`config.mk`:
```
export PLATFORM = sky130hd
export DESIGN_NAME = stage_pipe_reg
export DESIGN_NICKNAME = d
export VERILOG_FILES = /design/src/rtl/stage_reg_pkg.sv /design/src/rtl/stage_mode_decode.sv /design/src/rtl/stage_field_reg.sv /design/src/rtl/stage_fault_flag.sv /design/src/rtl/stage_pipe_reg.sv
export SDC_FILE = /design/constraint.sdc
export NUM_CORES = 1
export LEC_CHECK = 0
export BUFFER_PORTS_ARGS = -buffer_cell sky130_fd_sc_hd__buf_2
export CAP_MARGIN = 10
export CORE_MARGIN = 2
export CORE_UTILIZATION = 30
export DETAILED_ROUTE_END_ITERATION = 16
export SYNTH_ARGS = -nofsm -noshare
export SYNTH_HDL_FRONTEND = slang
export SYNTH_SLANG_ARGS = --single-unit
```
`constraint.sdc`:
```
create_clock -name clk -period 1.07 [get_ports clk]
set_input_delay 0.1605 -clock clk [delete_from_list [all_inputs] [get_ports clk]]
set_output_delay 0.1605 -clock clk [all_outputs]
set_load 0.1 [all_outputs]
```
`src/rtl/stage_reg_pkg.sv`:
```
// Package: shared mode type for the stage register and its helpers.
// Assumes: the two control inputs are decoded into exactly one mode per cycle.
package stage_reg_pkg;

    // Update mode of the stage register at the next rising edge.
    typedef enum logic [1:0] {
        SR_LOAD   = 2'd0,
        SR_HOLD   = 2'd1,
        SR_BUBBLE = 2'd2,
        SR_CLASH  = 2'd3
    } sr_mode_e;

    // Map the two control wires onto a mode.
    function automatic sr_mode_e sr_decode(input logic hold_req, input logic nop_req);
        sr_mode_e m;
        unique case ({hold_req, nop_req})
            2'b00:   m = SR_LOAD;
            2'b10:   m = SR_HOLD;
            2'b01:   m = SR_BUBBLE;
            default: m = SR_CLASH;
        endcase
        return m;
    endfunction

endpackage

```
`src/rtl/stage_mode_decode.sv`:
```
// Module: stage_mode_decode
// Turns the stall and bubble controls into one update mode.
// Assumes: the controls are stable around the rising edge; purely combinational.
module stage_mode_decode
    import stage_reg_pkg::*;
(
    input  logic     stall,
    input  logic     bubble,
    output sr_mode_e mode
);

    // Decode the control pair into a mode.
    always_comb begin
        mode = sr_decode(stall, bubble);
    end

endmodule

```
`src/rtl/stage_field_reg.sv`:
```
// Module: stage_field_reg
// One field of the stage register. It loads, holds or takes its nop value
// according to the mode. A clash holds, so the contents are not corrupted.
// Assumes: the reset is synchronous and active low, and loads the nop value.
module stage_field_reg
    import stage_reg_pkg::*;
#(
    parameter int          W       = 8,
    parameter logic [W-1:0] NOP_VAL = '0
) (
    input  logic         clk,
    input  logic         rst_n,
    input  sr_mode_e     mode,
    input  logic [W-1:0] d,
    output logic [W-1:0] q
);

    logic [W-1:0] q_r;
    logic [W-1:0] nxt;

    // Select the next value of the field from the mode.
    always_comb begin
        unique case (mode)
            SR_LOAD:   nxt = d;
            SR_BUBBLE: nxt = NOP_VAL;
            default:   nxt = q_r;
        endcase
    end

    // Field storage with synchronous reset to the nop value.
    always_ff @(posedge clk) begin
        if (!rst_n) q_r <= NOP_VAL;
        else        q_r <= nxt;
    end

    assign q = q_r;

endmodule

```
`src/rtl/stage_fault_flag.sv`:
```
// Module: stage_fault_flag
// Sticky flag that records a stall/bubble clash at a clock edge.
// Assumes: only a reset clears it; the flag is registered, not combinational.
module stage_fault_flag
    import stage_reg_pkg::*;
(
    input  logic     clk,
    input  logic     rst_n,
    input  sr_mode_e mode,
    output logic     flag
);

    logic flag_r;

    // Set on a clash and keep it set until reset.
    always_ff @(posedge clk) begin
        if (!rst_n)                flag_r <= 1'b0;
        else if (mode == SR_CLASH) flag_r <= 1'b1;
    end

    assign flag = flag_r;

endmodule

```
`src/rtl/stage_pipe_reg.sv`:
```
// Module: stage_pipe_reg
// Pipeline stage register for one instruction bundle. The modes are load,
// hold and bubble. A bubble writes a nop with empty register identifiers,
// an OK status and zero data. A clash of the two controls holds the contents
// and sets a sticky error flag.
// Assumes: synchronous active-low reset; the controls come from outside.
module stage_pipe_reg
    import stage_reg_pkg::*;
#(
    parameter int CODE_W  = 4,
    parameter int STAT_W  = 3,
    parameter int REG_W   = 4,
    parameter int NUM_ID  = 4,
    parameter int DATA_W  = 64,
    parameter int NUM_VAL = 3,
    parameter int NOP_CODE = 1,
    parameter int OK_STAT  = 1
) (
    input  logic                             clk,
    input  logic                             rst_n,
    input  logic                             stall,
    input  logic                             bubble,
    input  logic [CODE_W-1:0]                d_icode,
    input  logic [CODE_W-1:0]                d_ifun,
    input  logic [STAT_W-1:0]                d_stat,
    input  logic [NUM_ID-1:0][REG_W-1:0]     d_reg_ids,
    input  logic [NUM_VAL-1:0][DATA_W-1:0]   d_vals,
    output logic [CODE_W-1:0]                q_icode,
    output logic [CODE_W-1:0]                q_ifun,
    output logic [STAT_W-1:0]                q_stat,
    output logic [NUM_ID-1:0][REG_W-1:0]     q_reg_ids,
    output logic [NUM_VAL-1:0][DATA_W-1:0]   q_vals,
    output logic                             err_flag
);

    localparam logic [CODE_W-1:0] NOP_ICODE = CODE_W'(NOP_CODE);
    localparam logic [STAT_W-1:0] NOP_STAT  = STAT_W'(OK_STAT);
    localparam logic [REG_W-1:0]  NO_REG    = {REG_W{1'b1}};

    sr_mode_e mode;

    stage_mode_decode u_decode (
        .stall  (stall),
        .bubble (bubble),
        .mode   (mode)
    );

    stage_field_reg #(.W(CODE_W), .NOP_VAL(NOP_ICODE)) u_icode (
        .clk(clk), .rst_n(rst_n), .mode(mode), .d(d_icode), .q(q_icode)
    );

    stage_field_reg #(.W(CODE_W), .NOP_VAL({CODE_W{1'b0}})) u_ifun (
        .clk(clk), .rst_n(rst_n), .mode(mode), .d(d_ifun), .q(q_ifun)
    );

    stage_field_reg #(.W(STAT_W), .NOP_VAL(NOP_STAT)) u_stat (
        .clk(clk), .rst_n(rst_n), .mode(mode), .d(d_stat), .q(q_stat)
    );

    // One register per register identifier; a bubble marks each one empty.
    for (genvar gi = 0; gi < NUM_ID; gi++) begin : g_id
        stage_field_reg #(.W(REG_W), .NOP_VAL(NO_REG)) u_id (
            .clk(clk), .rst_n(rst_n), .mode(mode),
            .d(d_reg_ids[gi]), .q(q_reg_ids[gi])
        );
    end

    // One register per data word; a bubble clears each one.
    for (genvar gv = 0; gv < NUM_VAL; gv++) begin : g_val
        stage_field_reg #(.W(DATA_W), .NOP_VAL({DATA_W{1'b0}})) u_val (
            .clk(clk), .rst_n(rst_n), .mode(mode),
            .d(d_vals[gv]), .q(q_vals[gv])
        );
    end

    stage_fault_flag u_fault (
        .clk   (clk),
        .rst_n (rst_n),
        .mode  (mode),
        .flag  (err_flag)
    );

endmodule

```
=== Yosys cells after proc, flatten, opt, wreduce, memory -nomap -nowiden ===
Index checks and enable logic that the tools add are counted.

* Bits in registers: 220
* Input port bits: 223
* Logic and storage cells: 29

* Equal/unequal tests: 4
* Muxes and demuxes: 11
* Reductions and logical operators: 3

{| class="wikitable"
|+ Operators by type and width
! operator !! number
|-
| 64-bit one-hot mux with 2 select lines || 3
|-
| 4-bit one-hot mux with 2 select lines || 6
|-
| 2-bit == test (second input constant) || 3
|-
| 2-bit one-hot mux with 3 select lines || 1
|-
| 3-bit one-hot mux with 2 select lines || 1
|-
| 2-bit zero test || 2
|-
| 2-bit by 1-bit == test with 1-bit output (second input constant) || 1
|-
| 2-bit nonzero test || 1
|}

=== Longest topological paths before layout ===
Gate-level depths: netlist of run 1.

* Depth after elaboration: 4
* Mapped depth: 5
* Gate-level depth less buffers: 2

=== Modules after synthesis ===
A second synthesis of run 1 with hierarchy kept.

* Cell total of the unflattened synthesis: 971
* Area total of the unflattened synthesis: 8653.3 µm²

{| class="wikitable"
|+ Modules (own cells, without submodules)
! module !! times used !! cells each !! area each (µm²) !! seq. area each (µm²)
|-
| stage_field_reg (g_val[0].u_val ...) || 3 || 285 || 2538.7 || 1281.2
|-
| stage_field_reg (g_id[0].u_id ...) || 4 || 16 || 145.1 || 80.1
|-
| stage_field_reg (u_ifun) || 1 || 18 || 162.7 || 80.1
|-
| stage_field_reg (u_icode) || 1 || 17 || 146.4 || 80.1
|-
| stage_field_reg (u_stat) || 1 || 12 || 108.9 || 60.1
|-
| stage_fault_flag || 1 || 3 || 31.3 || 20.0
|-
| stage_mode_decode || 1 || 2 || 7.5 || 0.0
|}

=== Worst setup path after synthesis of run 1 ===
Ideal clock, no wire load.

* Path kind: flip-flop to flip-flop
* From: register g_val[2].u_val.q[53] (netlist name)
* To: register g_val[2].u_val.q_r[53]
* Arrival: 1187 ps
* Setup slack: -184 ps
* Stages on the path, launching flop included: 3
* Path buffers: 0
* Cells stage by stage: dfxtp_1 -> nand3_1 -> o21ai_2

{| class="wikitable"
|+ RTL lines
! element !! RTL line !! RTL
|-
| to (signal assigned) || stage_field_reg.sv:33 || <nowiki>else q_r <= nxt;</nowiki>
|-
| to (decl) || stage_field_reg.sv:18 || <nowiki>logic [W-1:0] q_r;</nowiki>
|}

=== Worst setup path after layout of run 1 ===
* From: register g_val[0].u_val.q_r[19]
* To: output q_vals[19] (netlist name)

{| class="wikitable"
|+ RTL lines
! element !! RTL line !! RTL
|-
| from (decl) || stage_field_reg.sv:18 ||
|-
| from (signal assigned) || stage_field_reg.sv:33 ||
|-
| to (decl) || stage_pipe_reg.sv:32 || <nowiki>output logic [NUM_VAL-1:0][DATA_W-1:0] q_vals,</nowiki>
|}

No word-level cell between the ends.

==> summary.md, run 1 <==
| Metric | Value |
|---|---|
| CP Cell Sequence | buf_12 |
| DRC Markers | 0 |
| Worst setup startpoint | g_val[0].u_val.q[19] |
| Multi-input gate area | 3590 um2 |
| CP Max Fanout | 2 |
| Reg2reg end | g_id[2].u_id.q[3] |
| Clock Tree Buf Depth | 3 |
| R2R depth | 3 |
| Place WS | 18.3 ps |
| Hold_ws | 67.9 ps |
| Root buffer cell | clkbuf_16 |
| TritonCTS buffer count | 25 |
| Worst Hold Depth | 3 |
| Final #Nets | 1,910 |
| Slowest stage delay, CP | 370 ps |
| Initial antenna violation count | 1 |
| Post-synth design cell area | 8540 um2 |
| Final setup viols | 220 |
| Crit-path leading delay family | flip-flops |
| Total Routing Usage GR | 0.234 |
| GPL Wtd Cong | 0.820 |
| Proportion of layout cells with a drive suffix above 1 | 0.486 |
| CTS sink count | 220 |
| 1st-pass router iterations | 5 |
| Multiplexer area fraction after synthesis | 0 |
| Post-Synth XOR/XNOR Area | 0 |
| Leakage power | 0.00761 uW |
| Final HPWL DP | 22.8 mm |
| Antenna cell count | 0 |
| Via count | 10,200 |
| Power Density | 1280 nW/um2 |
| Most frequent cells in the layout | buf_12, dlygate4sd3_1, buf_2, nand3_1, dfxtp_2 |
| Core area | 27,900 um2 |
| HP Class | input pin to flop |
| Seq/Total Area, Yosys | 0.516 |
| Worst EP required | 910 ps |
| Crit path buf inv count | 1 |
| Total wire length | 38.8 mm |
| Register area | 4730 um2 |
| Mapped Nets | 1,202 |
| Post-Synth Simple-Gate Area | 0.286 |
| Slowest CP cell | dfxtp_4 |
| Via density per instance | 4.90 |
| DRT iter0 DRCs | 731 |
| Die footprint | 29,800 um2 |
| Max rail drop VDD | 0.974 mV |
| RSZ-0062 raised after global routing | true |
| Failing checks | negative setup slack |
| Final period utilization | 1.15 |
| Post-synthesis compound-gate area fraction | 0.133 |
| Yosys Warn Count | 0 |
| First-pass GRT wire length | 57.1 mm |
| Largest family of logic cells by synthesized area | simple AND/OR/NAND/NOR gates |
| Utilization after layout | 0.664 |
| IO buf count | 442 |
| Min-Delay Endpoint | g_val[2].u_val.q[49] |
| Post-synthesis cell type count | 18 |
| Final Hold Vio Count | 0 |
| Max-slew violation count | 0 |
| Final Skew | 0 ps |
| Area growth, synth to finish | 117% |
| Slew margin rel. | 0.754 |
| Die Y | 173 um |
| Pin count of the biggest net entering global routing | 56 |
| Hold Crit Start | stall |
| Commonest non-fill, non-tap cell in the layout | buf_12 |
| Status | finished, violations left |
| Vias in the first global route | 10,400 |
| CTS tree | yes |
| Critical Path End Type | output pin |
| Avg WL per Cell | 18.7 um |
| Worst Path Arrival | 1070 ps |
| Adder-Cell Fraction of Synth Area | 0 |
| CTS H-tree depth | 1 |
| Cells after Synth | 979 |
| Final min period | 1230 ps |
| Critical path type | flop to output pin |
| Die Wd | 173 um |
| Flop-to-flop setup slack | 180 ps |
| Total of max-cap violations | 0 |
| Peak Freq | 0.810 GHz |
| Worst r2r src | g_id[2].u_id.q[3] |
| Worst slew pin tran | 369 ps |
| Worst Setup Start Kind | flop |
| # fillers | 1,939 |
| Antenna Nets Post-Route | 0 |
| Seq cells post-synth | 220 |
| Top Ports | 443 |
| Worst-skew pair later-pin latency | 510 ps |
| Total grt overflow | 0 |
| Syn_area_per_cell | 8.73 um2 |
| Initial Utilization | 0.306 |
| Post-route cell area | 18,500 um2 |
| Clock slew at reported path FFs | 60 ps |
| Number of core rows | 61 |
| Cell area after placement | 14,900 um2 |
| Final worst setup slack | -164 ps |
stage by stage:
stage          TNS, ps  power (uW)  cells
2_1_floorplan        0       12300    979
3_3_place_gp         0       14600   1758
3_5_place_dp         0       14600   1758
4_1_cts         -34380       23600   2034
5_1_grt         -36830       24500   2080
6_report        -29760       23700   2080
per-layer routing:
layer | GRT usage | share of wire | vias to the layer above
li1 | - | - | 4729
met5 | 0 | 0.00028 | -
met1 | 0.259 | 0.37 | 4878
met3 | 0.0693 | 0.085 | 102
met2 | 0.417 | 0.50 | 491
met4 | 0.101 | 0.043 | 2
Yosys cell counts:
master | instances | area [um2]
nor2b_1 | 19 | 119
buf_2 | 59 | 295
nand2_1 | 19 | 71.3
nand3_1 | 201 | 1010
o21ai_2 | 10 | 87.6
buf_6 | 12 | 135
dfxtp_1 | 220 | 4400
or2_1 | 1 | 6.26
nand2b_1 | 182 | 1140
nand2b_4 | 1 | 13.8
buf_8 | 1 | 15.0
a21oi_1 | 1 | 5.00
o21ai_1 | 180 | 901
clkbuf_2 | 1 | 5.00
buf_4 | 3 | 22.5
clkbuf_1 | 22 | 82.6
nor3_1 | 18 | 90.1
o21ai_0 | 29 | 145
state kept, by name, summed over array words and instances (netlist names):
signal	count
g_val.u_val.q	192
u_stat.q	3
u_fault.flag	1
u_icode.q	4
u_ifun.q	4
g_id.u_id.q	16
worst register-to-register path, delay by kind of cell (launching register included):
kind                   cells  cell delay, ps
AO/OA/AOI/OAI              1             260
buffers and inverters      1             120
flip-flops                 1             370
AND/OR/NAND/NOR            1              30
what timing repair did:
item | in CTS | in global routing
setup endpoints to repair | 220 | 325
resized for setup | 8 | 20
hold endpoints to repair | 219 | 0
hold buffers | 220 | 0
cloned | 0 | 3
setup buffers | 14 | 43
logic make-up (layout without fill, tap and decap cells):
family	after synthesis	in the layout
buffers and inverters	98	821
AND/OR/NAND/NOR	441	441
AO/OA/AOI/OAI	220	220
flip-flops	220	220
power breakdown:
group / leakage, uW / internal [uW] / switching [uW]
combinational: 0.00533 / 2720 / 3740
clock: 0.000391 / 4980 / 3370
sequential: 0.00188 / 8560 / 366
how the worst max path moves through the flow:
| stage | end | slack, ps | cells after the start |
|---|---|---|---|
| 2_1_floorplan | g_id[0].u_id.q[0] | 130 | 2 |
| 3_3_place_gp | g_val[1].u_val.q[32] | 30 | 5 |
| 3_5_place_dp | g_val[1].u_val.q[41] | 20 | 5 |
| 4_1_cts | q_vals[15] | -190 | 1 |
| 5_1_grt | q_vals[15] | -200 | 1 |
| 6_report | q_vals[19] | -160 | 1 |
area by class of cell:
class,instances,share of cell area
flip-flops and latches,220,0.255
well taps,378,0.0255
repair buffers,779,0.483
clock buffers,38,0.0402
clock inverters,4,0.00243
multi-input cells,661,0.194
(Power assumes the default switching activity.)
==> run 2, diff against run 1 <==
- clock period: 1.07 -> 1.1 ns (I/O delays scaled with it)
==> summary.md, run 2 (synthesized netlist as in run 1, its figures left out) <==
| Metric | Value |
|---|---|
| Worst-skew pair later-pin latency | 520 ps (about the same) |
| Via count | 9,979 (-2.2%) |
| TritonCTS buffer count | 26 (+4.0%) |
| Vias in the first global route | 10,400 (-0.039%) |
| Clock slew at reported path FFs | 60 ps (about the same) |
| Worst EP required | 940 ps (+30 ps) |
| Die footprint | 29,800 um2 (unchanged) |
| Commonest non-fill, non-tap cell in the layout | buf_12 |
| Clock Tree Buf Depth | 3 (unchanged) |
| Hold Crit Start | d_vals[179] |
| Cell area after placement | 15,000 um2 (+0.22%) |
| Worst r2r src | g_id[2].u_id.q[3] |
| IO buf count | 442 (unchanged) |
| Peak Freq | 0.807 GHz |
| Critical path type | flop to output pin |
| Proportion of layout cells with a drive suffix above 1 | 0.486 (about the same) |
| Slowest stage delay, CP | 370 ps (about the same) |
| Cell Count, Final, Fillers Out | 2,076 (-0.19%) |
| Final worst setup slack | -140 ps (+24.6 ps) |
| Status | finished, violations left |
| Number of core rows | 61 (unchanged) |
| Die Wd | 173 um (unchanged) |
| Critical Path End Type | output pin |
| Crit path buf inv count | 1 (unchanged) |
| CTS sink count | 220 (unchanged) |
| Final #Nets | 1,901 (-0.47%) |
| Antenna Nets Post-Route | 0 (unchanged) |
| GPL Wtd Cong | 0.826 (+0.76%) |
| Post-Place Cells | 1,754 (-0.23%) |
| CTS tree | yes |
| Total grt overflow | 0 (unchanged) |
| Pin count of the biggest net entering global routing | 60 (+7.1%) |
| Initial Utilization | 0.306 (unchanged) |
| Die Y | 173 um (unchanged) |
| Final period utilization | 1.13 |
| Worst Setup Start Kind | flop |
| Slew margin rel. | 0.743 (-0.0114) |
| Final HPWL DP | 22.9 mm (+0.42%) |
| Total of max-cap violations | 0 (unchanged) |
| Most frequent cells in the layout | buf_12, dlygate4sd3_1, buf_2, dfxtp_2, nand3_1 |
| Slowest CP cell | dfxtp_2 |
| WP depth | 1 (unchanged) |
| Total wire length | 38.0 mm (-2.2%) |
| Worst Path Arrival | 1070 ps (about the same) |
| HP Class | input pin to flop |
| Final Hold Vio Count | 0 (unchanged) |
| RSZ-0062 raised after global routing | true |
| Crit-path leading delay family | flip-flops |
| Largest register FFs | 192 (unchanged) |
| Top Ports | 443 (unchanged) |
| Worst setup startpoint | g_val[0].u_val.q[26] |
| Failing checks | negative setup slack |
| Final Skew | 0 ps (unchanged) |
| Core area | 27,900 um2 (unchanged) |
| Max rail drop VDD | 1.22 mV (+25%) |
| Leakage power | 0.00761 uW (about the same) |
| Final setup viols | 220 (unchanged) |
| 1st-pass router iterations | 5 (unchanged) |
| DRC Markers | 0 (unchanged) |
| Avg WL per Cell | 18.3 um (-2.0%) |
| Worst slew pin tran | 386 ps (+17.1 ps) |
| Via density per instance | 4.81 (-2.0%) |
| CP Cell Sequence | buf_12 |
| Worst Hold Depth | 3 (unchanged) |
| CP Max Fanout | 2 (unchanged) |
| Max-slew violation count | 0 (unchanged) |
| CTS H-tree depth | 1 (unchanged) |
| First-pass GRT wire length | 57.0 mm (-0.18%) |
| Area growth, synth to finish | 118% |
| DRT iter0 DRCs | 543 (-26%) |
| Power Density | 1270 nW/um2 (-0.62%) |
| Initial antenna violation count | 2 (+1) |
| Final min period | 1240 ps |
| Root buffer cell | clkbuf_16 |
| R2R depth | 4 (+1) |
| Post-route cell area | 18,600 um2 (+0.32%) |
| Total Routing Usage GR | 0.233 (-0.00120) |
run 2: cell types whose count changed in the layout (fill, tap and decap cells not counted), sizes merged:
cell	change
buf	-11
clkinv	+2
diode	+2
bufinv	+1
clkbuf	+1
clkinvlp	+1
dlygate4sd3	+1
dlymetal6s4s	-1
run 2: metrics by stage:
step | util | power, uW | hold WS [ps] | TNS, ps | setup WS (ps)
floorplan | - | 11900 | 297 | 0 | 160
global placement | 0.536 | 14200 | 405 | 0 | 36.9
detailed placement | 0.536 | 14300 | 409 | -3.79 | -3.79
CTS | 0.649 | 23600 | 22.0 | -30910 | -173
global route | 0.666 | 24400 | 16.9 | -32460 | -174
finish | 0.666 | 23700 | 3.03 | -25030 | -140
run 2: power by group:
group | switching [uW] | total [uW] | internal, uW
Sequential | 347 | 8690 | 8340
Clock | 3370 | 8700 | 5330
Combinational | 3630 | 6280 | 2660
run 2: area by class of cell:
cell class | instances | area [um2]
Sequential cell | 220 | 4710
Clock inverter | 8 | 92.6
Fill cell | 1932 | 9340
Timing Repair Buffer | 769 | 8940
Tap cell | 378 | 473
Antenna cell | 2 | 5.00
Multi-Input combinational cell | 661 | 3590
Clock buffer | 38 | 777
run 2: worst paths after layout:
| path | to | slack (ps) |
|---|---|---|
| max | q_vals[26] | -140 |
| min | g_val[2].u_val.q[51] | 3 |
| max reg2reg | g_id[2].u_id.q[3] | 190 |
| min reg2reg | g_val[2].u_val.q[30] | 470 |
run 2: layer usage:
metal	track usage	vias to the layer above	part of all wire
met5	0	-	0
met4	0.107	0	0.044
met3	0.0706	102	0.082
met2	0.406	478	0.50
met1	0.262	4673	0.37
li1	-	4726	-
run 2: timing repair:
action,4_1_cts,5_1_grt
gates cloned,0,4
hold buffers,220,0
pin swaps,0,0
endpoints found under the hold margin,219,0
endpoints found under the setup margin,220,262
buffers inserted,9,41
gates resized for setup,5,14
